$ cat src/rtl/sdt_pkg.sv
package sdt_pkg;
  typedef enum logic [2:0] {
    CMD_NOP = 3'd0,
    CMD_ACT = 3'd1,
    CMD_RD  = 3'd2,
    CMD_WR  = 3'd3,
    CMD_PRE = 3'd4,
    CMD_REF = 3'd5,
    CMD_MRS = 3'd6,
    CMD_BST = 3'd7
  } sdt_cmd_e;
endpackage

$ cat src/rtl/sdt_cmd_decode.sv
module sdt_cmd_decode
  import sdt_pkg::*;
#(
  parameter int NUM_BANKS = 4,
  parameter int BANK_W    = $clog2(NUM_BANKS)
) (
  input  sdt_cmd_e              cmd_e,
  input  logic [BANK_W-1:0]     cmd_bank,
  input  logic                  cmd_a10,
  input  logic [NUM_BANKS-1:0]  bank_open,
  output logic [NUM_BANKS-1:0]  open_stb,
  output logic [NUM_BANKS-1:0]  close_stb,
  output logic                  illegal
);
  logic is_rw;
  logic sel_open;

  assign is_rw    = (cmd_e == CMD_RD) || (cmd_e == CMD_WR);
  assign sel_open = bank_open[cmd_bank];

  // Per-bank open/close strobes; only legal commands change state
  for (genvar b = 0; b < NUM_BANKS; b++) begin : g_bank
    logic sel;
    assign sel = (cmd_bank == BANK_W'(b));
    assign open_stb[b]  = (cmd_e == CMD_ACT) && sel && !bank_open[b];
    assign close_stb[b] = ((cmd_e == CMD_PRE) && (cmd_a10 || sel)) ||
                          (is_rw && cmd_a10 && sel && bank_open[b]);
  end

  // Rule checks
  always_comb begin
    illegal = 1'b0;
    if ((cmd_e == CMD_ACT) && sel_open)      illegal = 1'b1;
    if ((cmd_e == CMD_REF) && (|bank_open))  illegal = 1'b1;
    if (is_rw && !sel_open)                  illegal = 1'b1;
  end
endmodule

$ cat src/rtl/sdt_bank_slot.sv
module sdt_bank_slot #(
  parameter int ROW_W = 13
) (
  input  logic             clk,
  input  logic             rst,
  input  logic             open_stb,
  input  logic             close_stb,
  input  logic [ROW_W-1:0] row_in,
  output logic             valid_q,
  output logic [ROW_W-1:0] row_q
);
  always_ff @(posedge clk) begin
    if (rst) begin
      valid_q <= 1'b0;
    end else if (open_stb) begin
      valid_q <= 1'b1;
    end else if (close_stb) begin
      valid_q <= 1'b0;
    end
  end

  // Row field carries no reset: it is only read while valid_q is high
  always_ff @(posedge clk) begin
    if (open_stb) row_q <= row_in;
  end
endmodule

$ cat src/rtl/sdt_row_lookup.sv
module sdt_row_lookup #(
  parameter int NUM_BANKS = 4,
  parameter int BANK_W    = $clog2(NUM_BANKS),
  parameter int ROW_W     = 13
) (
  input  logic [NUM_BANKS-1:0]            bank_open,
  input  logic [NUM_BANKS-1:0][ROW_W-1:0] bank_row,
  input  logic [BANK_W-1:0]               req_bank,
  input  logic [ROW_W-1:0]                req_row,
  output logic                            hit,
  output logic                            miss_idle,
  output logic                            miss_conflict
);
  logic             sel_valid;
  logic [ROW_W-1:0] sel_row;
  logic             same_row;

  assign sel_valid = bank_open[req_bank];
  assign sel_row   = bank_row[req_bank];
  assign same_row  = (sel_row == req_row);

  assign hit           = sel_valid && same_row;
  assign miss_idle     = !sel_valid;
  assign miss_conflict = sel_valid && !same_row;
endmodule

$ cat src/rtl/sdram_row_tracker.sv
module sdram_row_tracker
  import sdt_pkg::*;
#(
  parameter int NUM_BANKS = 4,
  parameter int ROW_W     = 13,
  localparam int BANK_W   = $clog2(NUM_BANKS)
) (
  input  logic              clk,
  input  logic              rst,
  input  logic [2:0]        cmd,
  input  logic [BANK_W-1:0] cmd_bank,
  input  logic [ROW_W-1:0]  cmd_row,
  input  logic              cmd_a10,
  input  logic [BANK_W-1:0] req_bank,
  input  logic [ROW_W-1:0]  req_row,
  output logic              hit,
  output logic              miss_idle,
  output logic              miss_conflict,
  output logic              illegal_cmd
);
  sdt_cmd_e                        cmd_e;
  logic [NUM_BANKS-1:0]            bank_open;
  logic [NUM_BANKS-1:0][ROW_W-1:0] bank_row;
  logic [NUM_BANKS-1:0]            open_stb;
  logic [NUM_BANKS-1:0]            close_stb;
  logic                            illegal_c;

  assign cmd_e = sdt_cmd_e'(cmd);

  sdt_cmd_decode #(.NUM_BANKS(NUM_BANKS), .BANK_W(BANK_W)) u_decode (
    .cmd_e     (cmd_e),
    .cmd_bank  (cmd_bank),
    .cmd_a10   (cmd_a10),
    .bank_open (bank_open),
    .open_stb  (open_stb),
    .close_stb (close_stb),
    .illegal   (illegal_c)
  );

  for (genvar b = 0; b < NUM_BANKS; b++) begin : g_slot
    sdt_bank_slot #(.ROW_W(ROW_W)) u_slot (
      .clk       (clk),
      .rst       (rst),
      .open_stb  (open_stb[b]),
      .close_stb (close_stb[b]),
      .row_in    (cmd_row),
      .valid_q   (bank_open[b]),
      .row_q     (bank_row[b])
    );
  end

  sdt_row_lookup #(.NUM_BANKS(NUM_BANKS), .BANK_W(BANK_W), .ROW_W(ROW_W)) u_lookup (
    .bank_open     (bank_open),
    .bank_row      (bank_row),
    .req_bank      (req_bank),
    .req_row       (req_row),
    .hit           (hit),
    .miss_idle     (miss_idle),
    .miss_conflict (miss_conflict)
  );

  always_ff @(posedge clk) begin
    if (rst) illegal_cmd <= 1'b0;
    else     illegal_cmd <= illegal_c;
  end
endmodule

$ cat config.mk
export PLATFORM = sky130hd
export DESIGN_NAME = sdram_row_tracker
export DESIGN_NICKNAME = d
export VERILOG_FILES = /design/src/rtl/sdt_pkg.sv /design/src/rtl/sdt_cmd_decode.sv /design/src/rtl/sdt_bank_slot.sv /design/src/rtl/sdt_row_lookup.sv /design/src/rtl/sdram_row_tracker.sv
export SDC_FILE = /design/constraint.sdc
export NUM_CORES = 1
export LEC_CHECK = 0
export ABC_AREA = 1
export BUFFER_PORTS_ARGS = -buffer_cell sky130_fd_sc_hd__buf_2
export CAP_MARGIN = 20
export CORE_MARGIN = 1.5
export CORE_UTILIZATION = 59
export CTS_BUF_LIST = sky130_fd_sc_hd__clkbuf_8
export CTS_CLUSTER_SIZE = 28
export DETAILED_ROUTE_END_ITERATION = 10
export PLACE_DENSITY = 0.8
export SLEW_MARGIN = 5
export SYNTH_ARGS = -nofsm -noshare
export SYNTH_HDL_FRONTEND = slang
export SYNTH_SLANG_ARGS = --single-unit
$ cat constraint.sdc
create_clock -name clk -period 2.7 [get_ports clk]
set_input_delay 0.27 -clock clk [delete_from_list [all_inputs] [get_ports clk]]
set_output_delay 0.27 -clock clk [all_outputs]
set_load 0.01 [all_outputs]
==> results.md, run 1 <==
- The number of clock buffers added by TritonCTS is 9.
- For the worst-skew pair, the clock arrives at the later sink with an insertion delay of 0.34 ns.
- The first global-routing pass estimated 9400 um of wire.
- Clock-pin slew was measured on the worst setup and hold paths at 0.06 ns.
- Dividing the detail-routed via count by the number of cells gives 5.52.
- The worst setup path is captured at a primary output.
- Dividing total power by cell area gives a power density of 591 mW/mm^2.
- The number of global-route vias before repair was 2,076.
- Counting tap cells, the placed design contains a total of 378 instances.
- The portion of the clock cycle consumed by the worst path in the final layout is 80.6%.
- The share of layout cells above drive strength 1 is 26.6%.
- The start-to-end type of the worst setup path is input pin to primary output.
- Entering global routing, the biggest net connects 29 pins.
- The total global routing track utilization is 24.8%.
- Setup violations remaining at the end of the flow were counted as 0.
- The net count of the finished layout is 373.
- The data arrival at the endpoint of the critical path is 1.91 ns.
- The congestion estimate from routability-driven global placement came to 0.899.
- The number of pins with negative max-slew slack in the final report came to 0.
- At the placement stage, the worst setup path has a slack of 0.530 ns.
- Total power for the finished layout comes to 1.91 mW.
- The origin of the worst min-delay path is cmd_row[10].
- The starting density of the core is 62.7%.
- The highest fanout seen on the critical path is 28.
- The number of H-tree levels is 3.
- The highest ir drop seen on vdd is 0.502 mV.
- Across all layers, the routed design uses 2,173 vias.
- The detail route stage leaves a number of antenna-violating nets equal to 0.
- The post-synthesis cell count is 288.
- The initial antenna violation count is 0.
- The routed design has 5870 um of wire.
- The register bit total from synthesis is 57.
- The first detailed-routing pass ran for 10 iterations.
- The type of the worst min-delay path is input pin to register.
- The total setup buffers inserted after CTS is 0.
- The die is 71.7 um tall.
- The number of cell rows is 24.
- Counting every sink on the clock net gives 57.
- Counting along the longest clock path gives a buffer depth of 2.
- The x dimension of the die is 71.7 um.
- Each instance of the synthesized netlist takes up on average 9.68 sq um.
- After detailed routing, the number of remaining DRC violations is 1.
- Port buffering added 39 buffers.
- The HPWL after detailed placement is 4230 um.
- Static timing analysis puts the maximum clock frequency at 0.460 GHz.
- The total overflow left after global routing is 0.
- Clock tree synthesis selected as its root buffer the cell clkbuf_8.
- The share of the Yosys chip area taken by registers is 59.6%.
- 40 I/O pins were placed.
- The required arrival time at the worst endpoint is 2.43 ns.
- At the pin with the least slew margin, the transition time is 0.554 ns.
- The startpoint class of the critical path is an input pin.
- The count of routing violations after the opening detailed-route iteration is 232.
- Tracing the worst setup path back leads to its startpoint at req_bank[0].
- Across all setup checks in the final design, the least slack found is 0.525 ns.
- Headroom to the max-slew limit came out at 62.7%.
- The clock tree from TritonCTS is built.
- The number of antenna diodes is 0.
- During synthesis, Yosys emitted a total of 0 warnings.
- The post-synthesis cell area is 0.00279 sq mm.
- In this run the critical register-to-register path is launched from g_slot[1].u_slot.valid_q.
- The number of hold violations in the final report is 0.
- The cell leakage power is 1.37 nW.
- The final cell count without fillers is 394.
- The die covers 0.00515 sq mm.
- The minimum clock period is 2.18 ns.
- The setup TNS is 0 ns.
- The detail-routed net length per standard cell is 14.9 um.
- The checks that failed: DRC.
- Hold repair after CTS inserted 0 buffers.
- The post-cts gate resize count is 0.
- Max-cap violations in this run came to 0.
- The synthesized net count is 324.
- The area of the core region is 0.00444 sq mm.
- Relative to the synthesized area, the layout overhead comes to 15.7%.
- Setup repair after global routing left no endpoint under its margin.
- The clock arrives with 0.00512 ns of skew.
- The final standard cell utilization of the core is 72.6%.
- The synthesized netlist contains 23 unique library cells.
- The run finished, with violations left.
[stage by stage]
step / hold WS [ns] / instance area (sq um)
after floorplan: 0.339 / 2790
after global placement: 0.486 / 3040
after detailed placement: 0.487 / 3040
after CTS: 0.140 / 3230
after global routing: 0.145 / 3230
final: 0.148 / 3230
[metal layers]
layer / global-route usage (%) / wire length [um] / vias to the layer above
met5: 0 / 0 / -
met4: 9.22 / 91 / 0
met3: 6.61 / 400 / 11
met1: 32.2 / 2550 / 1012
met2: 40.2 / 2830 / 80
li1: - / - / 1070
[sequential cells by signal, summed over array words and instances, names as in the netlist]
signal,flops
illegal_cmd,1
g_slot.u_slot.valid_q,4
g_slot.u_slot.row_q,52
[power breakdown]
group | switching, mW | leakage, nW | internal [mW]
clock | 0.328 | 0.0939 | 0.415
sequential | 0.00442 | 0.510 | 0.974
combinational | 0.120 | 0.763 | 0.0654
total | 0.452 | 1.37 | 1.45
[cell usage in the layout (no fill, tap or decap)]
cell type | synthesis | layout
nor3_2 | 0 | 1
clkinvlp_4 | 0 | 2
inv_1 | 16 | 17
clkbuf_8 | 0 | 9
buf_2 | 1 | 39
inv_2 | 2 | 2
nor4_2 | 0 | 3
nand3_2 | 10 | 10
nor2_2 | 1 | 1
nor2_1 | 22 | 22
bufinv_16 | 0 | 1
nand2_1 | 102 | 102
a32o_1 | 1 | 1
nor3_1 | 3 | 2
dfxtp_1 | 5 | 5
edfxtp_1 | 52 | 52
nand3_1 | 34 | 34
clkinv_2 | 0 | 2
nand2_2 | 13 | 13
buf_4 | 2 | 8
nand4_1 | 2 | 2
clkinv_1 | 0 | 1
o41ai_1 | 1 | 1
a21oi_1 | 5 | 5
nand3b_1 | 7 | 7
[synth_stat cells]
cell type	n	share of area (%)
o41ai_1	1	0.31
nor2_1	22	3.0
clkbuf_1	1	0.13
nand4_1	2	0.45
buf_6	3	1.2
nand2_2	13	2.9
buf_8	1	0.54
dfxtp_1	5	3.6
nand2_1	102	14
a21oi_1	5	0.90
a32o_1	1	0.36
inv_1	16	2.2
nor3_1	3	0.54
buf_4	2	0.54
nor4_1	3	0.67
buf_12	1	0.72
nor2_2	1	0.22
edfxtp_1	52	56
inv_2	2	0.27
nand3b_1	7	1.9
buf_2	1	0.18
nand3_1	34	6.1
nand3_2	10	3.6
[area by class of cell]
cell class,instances,area [sq um]
flip-flops and latches,57,1660
fillers,334,1220
multi-input cells,204,990
repair buffers,47,255
clock buffers,9,124
inverters,18,67.6
well taps,52,65.1
clock inverters,7,62.6
[cell families after synthesis]
kind of cell	Yosys count	synth area share, %
flip-flops	57	59.6
buffers and inverters	27	5.74
AND/OR/NAND/NOR	197	33.1
AO/OA/AOI/OAI	7	1.57
[critical path: stages]
cell	delay (ns)
buf_2	0.21
inv_2	0.38
nand2_1	0.10
nand3_1	0.12
nand2_1	0.08
nand2_1	0.06
nand2_1	0.05
nor2_1	0.15
nand2_1	0.07
nor2_1	0.09
nand2_1	0.08
nor2_2	0.09
buf_2	0.13
[path summary, 6_finish.rpt]
path / end / slack, ns / cells after the start
worst min register to register: g_slot[3].u_slot.valid_q / 0.56 / 2
worst min-delay path: g_slot[3].u_slot.row_q[10] / 0.15 / 1
worst max register to register: g_slot[1].u_slot.row_q[1] / 1.15 / 2
worst max-delay path: hit / 0.52 / 13
Power figures use the tool's default switching activity.
==> run 2: changes to the inputs <==
--- a/config.mk
+++ b/config.mk
@@ -5,15 +5,15 @@
 export SDC_FILE = /design/constraint.sdc
 export NUM_CORES = 1
 export LEC_CHECK = 0
-export ABC_AREA = 1
+export ABC_AREA = 0
 export BUFFER_PORTS_ARGS = -buffer_cell sky130_fd_sc_hd__buf_2
 export CAP_MARGIN = 20
 export CORE_MARGIN = 1.5
-export CORE_UTILIZATION = 59
+export CORE_UTILIZATION = 52
 export CTS_BUF_LIST = sky130_fd_sc_hd__clkbuf_8
 export CTS_CLUSTER_SIZE = 28
 export DETAILED_ROUTE_END_ITERATION = 10
-export PLACE_DENSITY = 0.8
+export PLACE_DENSITY = 0.75
 export SLEW_MARGIN = 5
 export SYNTH_ARGS = -nofsm -noshare
 export SYNTH_HDL_FRONTEND = slang
==> constraint.sdc (replaced) <==
create_clock -name clk -period 1.9 [get_ports clk]
set_input_delay 0.19 -clock clk [delete_from_list [all_inputs] [get_ports clk]]
set_output_delay 0.19 -clock clk [all_outputs]
set_load 0.01 [all_outputs]
==> run 2 against run 1 <==
Effect of this change:
- the flow finishes with violations (setup timing)
- sequential power grew 43%
- count of clock-buffer cells in the layout grew 1
- setup slack lost 0.90 ns
- global-route usage shrank 5.5 points
- combinational power grew 14%
- sequential share of layout area grew 4.1 points
- routed wire length shrank 24%
- critical endpoint unchanged
==> results.md, run 2 <==
- The number of nets handed over by synthesis was 181.
- The clock tree from TritonCTS is built.
- The placed instance count is 239.
- The net count of the finished layout is 234.
- The checks that failed: setup timing.
- The aggregate global routing overflow is 0.
- The flow ran to the end, but the final reports show violations.
- Leaving out fill and tap cells, the most frequent cell in the layout is edfxtp_1.
- The cell at the root of the clock tree is clkbuf_8.
- The floorplan step defined a die boundary enclosing 0.00517 sq mm.
- The post-synthesis cell area is 0.00247 sq mm.
- The most used flip-flop cell after synthesis is edfxtp_1.
- Max-cap violations in this run came to 0.
- The number of global-route vias before repair is 1,590.
- The number of H-tree levels is 3.
- Of all cell types, the one taking the most synthesized area is edfxtp_1.
- The critical path is of the register to primary output type.
- The total DRC errors in the routed layout is 0.
- The count of hold buffers inserted by post-cts repair is 0.
- The startpoint class of the critical path is a register.
- The starting density of the core is 55.2%.
- After detailed routing, the average wire length per cell comes to 17.6 um.
- After detailed routing, the number of vias per cell comes to 5.63.
- In the final layout, the registers with the most flip-flops are g_slot.u_slot.row_q (52), g_slot.u_slot.valid_q (4), illegal_cmd (1).
- The detailed-route wire length is 4480 um.
- Detailed placement finished with a half-perimeter wire length of 3190 um.
- In the post-synthesis netlist, the biggest area contributors are edfxtp_1, mux4_1, mux4_2.
- The cell leakage power is 1.11 nW.
- Leaving out fill and tap cells, the most frequent cells in the layout are edfxtp_1, buf_2, mux4_2, clkbuf_8, xor2_1.
- The sequential area share after synthesis is 67.2%.
- For the worst setup path, the data required time is 1.71 ns.
- The area growth from synthesis to layout is 20.9%.
- Of all nets on the critical path, the largest fanout is 2.
- The portion of synthesized cell area occupied by the leading cell type is 63.2%.
- The number of clock sinks is 57.
- The number of hold violations in the final report is 0.
- The clock skew is 0.00587 ns.
- The average instance in the mapped netlist occupies 17.0 sq um.
- The pin slew with the least headroom to its limit is 0.360 ns.
- At the later pin of the worst-skew pair, clock insertion delay measures 0.32 ns.
- The total global routing track utilization is 19.2%.
- During synthesis, Yosys emitted a total of 0 warnings.
- The register with the most flip-flops in the layout has 52 of them.
- Clock-pin slew was measured on the worst setup and hold paths at 0.06 ns.
- The floorplan step set the die height to 71.9 um.
- In this run the core area contains 24 standard-cell rows.
- Setup violations remaining at the end of the flow were counted as 2.
- Once the clock tree was built, the setup fixing pass inserted 0 buffers.
- The wire length of the first global-routing pass is 7170 um.
- For this run, the top clock speed supported by timing is 0.439 GHz.
- The worst path uses 120% of the clock period.
- The minimum clock period is 2.28 ns.
- The number of pins with negative max-slew slack in the final report was 0.
- The worst hold path belongs to the class input pin to register.
- The total of buffers placed on input and output ports is 39.
- The highest ir drop seen on vdd is 0.474 mV.
- edfxtp_1 is the most common cell in the netlist.
- The pin count of the biggest net entering global routing is 14.
- The count of routing violations after the opening detailed-route iteration is 157.
- After layout, the design draws a total of 2.65 mW.
- The first TritonRoute pass finished after 4 iterations.
- Ranked by flip-flop count, first place goes to g_slot.u_slot.row_q.
- In the synthesized netlist the async set-or-reset flop fraction comes to 0%.
- The final worst-path setup slack is -0.378 ns.
- In this run, synthesis produced a sequential element count of 57.
- In this run, synthesis inferred 52 flip-flops with an integrated enable.
- Setup repair after global routing could not meet its margin everywhere.
- The power per unit of standard cell area is 888 mW/mm^2.
- In the final layout, the share of cells above drive strength 1 is 38.9%.
- Counting distinct cell types in the post-synthesis netlist gives 33.
- The routed layout has 1,436 vias.
- Once detail routing completed, the nets flagged for antenna violations numbered 0.
- Once layout is complete, the cells apart from fillers number 255.
- The total CTS buffers is 9.
- Synthesis handed over a netlist of 145 instances.
- The repair_antennas step left the layout with diodes totalling 0.
- In this run the horizontal extent of the chip is 71.9 um.
- The initial antenna violation count is 0.
- The commonest cells after synthesis are edfxtp_1, xor2_1, nand2_1.
- STA puts the critical path data arrival time at 2.09 ns.
- Hold timing on the final database bottoms out at a slack of 0.0800 ns.
- No sink is reached through more buffers than the 2 on the longest clock path.
- Headroom to the max-slew limit came out at 76.0%.
- The area of the core region is 0.00447 sq mm.
- The layout has 302 filler cells.
- 40 I/O pins were placed.
- The type of destination of the critical path is a primary output.
- At the end of routability-driven placement, the weighted congestion stood at 0.818.
-- run 2: final timing paths --
| path | start | to | slack (ns) | cells past startpoint |
|---|---|---|---|---|
| worst max-delay path | g_slot[3].u_slot.row_q[1] | hit | -0.38 | 6 |
| worst min-delay path | cmd_row[7] | g_slot[1].u_slot.row_q[7] | 0.08 | 1 |
| worst max register to register | g_slot[0].u_slot.valid_q | illegal_cmd | 0.61 | 4 |
| worst min register to register | g_slot[3].u_slot.valid_q | g_slot[3].u_slot.valid_q | 0.55 | 2 |
-- run 2: timing repair --
action / 4_1_cts / 5_1_grt
pin swaps: 1 / 1
resized for setup: 3 / 5
endpoints found under the setup margin: 2 / 2
-- run 2: cell type report --
class,count,area (sq um),area share [%]
flip-flops and latches,57,1660,55.6
multi-input cells,80,781,26.1
repair buffers,47,280,9.38
clock buffers,10,138,4.61
well taps,52,65.1,2.18
clock inverters,6,51.3,1.72
inverters,3,11.3,0.377
-- run 2: report_power, final --
group | internal [mW] | switching (mW) | leakage, nW
sequential | 1.39 | 0.00649 | 0.510
clock | 0.622 | 0.424 | 0.110
combinational | 0.102 | 0.109 | 0.493
-- run 2: cells by family after synthesis --
group	share of synthesized area (%)
flip-flops	67.2
AND/OR/NAND/NOR	6.99
multiplexers	14.3
AO/OA/AOI/OAI	3.90
XOR/XNOR	5.32
buffers and inverters	2.23
-- run 2: per-stage QoR --
stage | worst slack [ns] | area (sq um) | utilization [%] | setup TNS [ns]
6_report | -0.378 | 2990 | 66.8 | -0.666
5_1_grt | -0.478 | 2990 | 66.8 | -0.892
4_1_cts | -0.424 | 2970 | 66.4 | -0.762
3_5_place_dp | -0.342 | 2780 | 62.2 | -0.596
3_3_place_gp | -0.278 | 2780 | 62.2 | -0.479
2_1_floorplan | 0.00113 | 2480 | - | 0
-- run 2: per-layer routing --
layer	track usage [%]	share of wire [%]	vias to the layer above
met5	0	0	-
met4	7.34	1.0	0
met3	6.11	4.0	5
met2	35.7	55	43
met1	20.3	40	710
li1	-	-	678
-- run 2: critical path: stages (launching register included) --
cell and delay (ns):
edfxtp_1 0.37, mux4_2 0.52, xnor2_2 0.14, nand4_1 0.16
nor4_4 0.20, and4b_1 0.24, buf_2 0.13
==> run 3: changes to the inputs <==
--- a/config.mk
+++ b/config.mk
@@ -5,15 +5,15 @@
 export SDC_FILE = /design/constraint.sdc
 export NUM_CORES = 1
 export LEC_CHECK = 0
-export ABC_AREA = 0
+export ABC_AREA = 1
 export BUFFER_PORTS_ARGS = -buffer_cell sky130_fd_sc_hd__buf_2
 export CAP_MARGIN = 20
 export CORE_MARGIN = 1.5
-export CORE_UTILIZATION = 52
+export CORE_UTILIZATION = 41
 export CTS_BUF_LIST = sky130_fd_sc_hd__clkbuf_8
 export CTS_CLUSTER_SIZE = 28
 export DETAILED_ROUTE_END_ITERATION = 10
-export PLACE_DENSITY = 0.75
+export PLACE_DENSITY = 0.61
 export SLEW_MARGIN = 5
 export SYNTH_ARGS = -nofsm -noshare
 export SYNTH_HDL_FRONTEND = slang
==> run 3 against run 2 <==
Effect of this change:
- the flow finishes with violations (DRC)
- count of clock-buffer cells in the layout is 1 lower
- sequential power hardly changed
- critical endpoint unchanged
- non-clock buffer count is 5 higher
- routed wire length is 33% higher
- largest cell class unchanged
- global-route usage is 1.3 points lower
- first-iteration DRC count is 41% lower
- setup slack better by 0.49 ns
- clock power hardly changed
- clock skew is 0.0036 ns lower
- total power is 1.6% higher
==> results.md, run 3 (synthesis gave the netlist of run 1 again) <==
- CTS saw 57 sinks.
- The starting density of the core is 43.2%.
- At the pin with the least slew margin, the transition time is 0.345 ns.
- The detailed-route wire length is 5960 um.
- The library cell used most frequently in the layout, excluding fill and tap cells, is nand2_1.
- The signed area change from the synthesized netlist to the final layout is 19.3%.
- The detail-routed net length per standard cell is 14.1 um.
- In this run the standard cell core region covers 0.00646 sq mm.
- The number of flip-flops in the largest register is 52.
- The die area is 0.00730 sq mm.
- The portion of the clock cycle consumed by the worst path in the final layout is 94.3%.
- The placed instance count is 408.
- The final worst-path setup slack is 0.108 ns.
- Power comes to 2.70 mW.
- The largest buffer count on any clock path is 2.
- The count of routing violations after the opening detailed-route iteration is 92.
- The routed via count divided by cell count is 4.95.
- Setup repair after global routing could not meet its margin everywhere.
- The multi-input combinational cells in the finished layout cover a total of 0.00103 sq mm.
- The pin count of the biggest net entering global routing is 19.
- Setup violations remaining at the end of the flow were counted as 0.
- Counting the buffers created by CTS gives 9.
- The min-delay analysis places its worst path in the category input pin to register.
- The final cell count without fillers is 424.
- The checks that failed: DRC.
- The worst hold margin is 0.0706 ns.
- The number of cell rows is 29.
- The minimum clock period is 1.79 ns.
- Clock-pin slew was measured on the worst setup and hold paths at 0.06 ns.
- Data on the critical path arrives at its endpoint at 1.60 ns.
- Before CTS, the worst setup slack after placement is 0.186 ns.
- In this run the number of H-tree levels came out at 3.
- The total global routing track utilization is 18.0%.
- The HPWL after detailed placement is 4290 um.
- The number of antenna diodes is 0.
- The worst setup path is of the register to primary output kind.
- The library cells used most frequently in the layout, excluding fill and tap cells, are nand2_1, edfxtp_1, buf_2.
- The last weighted congestion value of the routability-driven placer is 0.870.
- The number of global-route vias before repair is 1,994.
- The total setup buffers inserted after CTS is 0.
- The number of hold violations in the final report is 0.
- After filler insertion, the fill cell instance count of the layout stands at 617.
- Measured against its own limit, the worst slew margin works out to 77.0%.
- Data on the critical path is required at its endpoint by 1.71 ns.
- The initial antenna violation count was 0.
- The via count is 2,100.
- The worst setup path is captured at a primary output.
- The count of nets left with antenna violations once routing finished came out at 0.
- The count of buffers added on input and output ports is 39.
- The die is 85.5 um wide.
- Across the routed clock network, the largest skew measured is 0.00229 ns.
- The run finished, with violations left.
- The net count of the finished layout is 378.
- After detailed routing, the number of remaining DRC violations is 2.
- The number of pins with negative max-slew slack in the final report is 0.
- The die is 85.5 um tall.
- Of all nets on the critical path, the largest fanout is 2.
- IR analysis of the VDD net gives a maximum drop of 0.552 mV.
- The post-route netlist has 30.3% of its cells at a drive strength greater than 1.
- The cell leakage power is 1.41 nW.
- Based on the critical path, the design can be clocked at up to 0.558 GHz.
- After global routing the overflow that remains totals 0.
- The tool flagged a number of max-cap violations equal to 0.
- 40 I/O pins were placed.
- Across the whole layout, storage elements account for 0.00166 sq mm.
- The cell at the root of the clock tree is clkbuf_8.
- The clock tree from TritonCTS is built.
- The pre-antenna-repair detailed-routing pass consisted of 7 iterations.
- The register bank with the most flops is g_slot.u_slot.row_q.
- In the final layout, the registers with the most flip-flops are g_slot.u_slot.row_q (52), g_slot.u_slot.valid_q (4), illegal_cmd (1).
- The wire length of the first global-routing pass is 9770 um.
- The insertion delay of the later-clocked pin in the worst-skew pair is 0.33 ns.
- The power per unit of standard cell area is 811 mW/mm^2.
- The worst setup path is launched from a register.
[run 3: layout make-up]
cell class / instances / share of cell area (%)
sequential: 57 / 50.0
multi-input combinational: 204 / 30.9
timing repair buffer: 52 / 8.81
clock buffer: 9 / 3.73
tap: 77 / 2.90
inverter: 18 / 2.03
clock inverter: 7 / 1.66
[run 3: report_power, final]
part	leakage (nW)	total, mW	internal [mW]	switching [mW]
Clock	0.104	1.03	0.581	0.447
Sequential	0.510	1.39	1.38	0.00604
Combinational	0.795	0.276	0.102	0.174
[run 3: metal layers]
metal,part of all wire (%),global-route usage [%],vias to the layer above
met5,0,0,-
li1,-,-,1084
met3,3.9,5.54,7
met1,46,23.0,969
met2,49,29.1,40
met4,1.1,6.16,0
[run 3: what timing repair did]
action / 4_1_cts / 5_1_grt
endpoints found under the setup margin: 0 / 2
hold buffers: 0 / 0
resized for setup: 0 / 11
[run 3: final timing paths]
check                                 start  cells after the start  slack, ns                        end
setup / recovery  g_slot[1].u_slot.row_q[8]                     10       0.11                        hit
hold reg to reg    g_slot[3].u_slot.valid_q                      2       0.56   g_slot[3].u_slot.valid_q
hold / removal                   cmd_row[8]                      1       0.07  g_slot[0].u_slot.row_q[8]
setup reg to reg   g_slot[2].u_slot.valid_q                      2       0.59  g_slot[2].u_slot.row_q[7]
[run 3: metrics by stage]
stage / cell area, sq um / utilization (%) / setup TNS (ns)
global placement: 3110 / 48.1 / 0
detailed placement: 3110 / 48.1 / 0
finish: 3320 / 51.5 / 0
CTS: 3290 / 50.9 / 0
global route: 3320 / 51.5 / -0.0672
floorplan: 2790 / - / -11.35
[run 3: worst max-delay path: stages, from the launching register on]
cell and delay, ns:
edfxtp_1 0.39, nand2_2 0.07, nand3_2 0.08, nand3b_1 0.12, nand2_2 0.09, nor2_2 0.11
nand2_1 0.05, nor2_1 0.08, nand2_1 0.08, nor2_2 0.07, buf_2 0.13
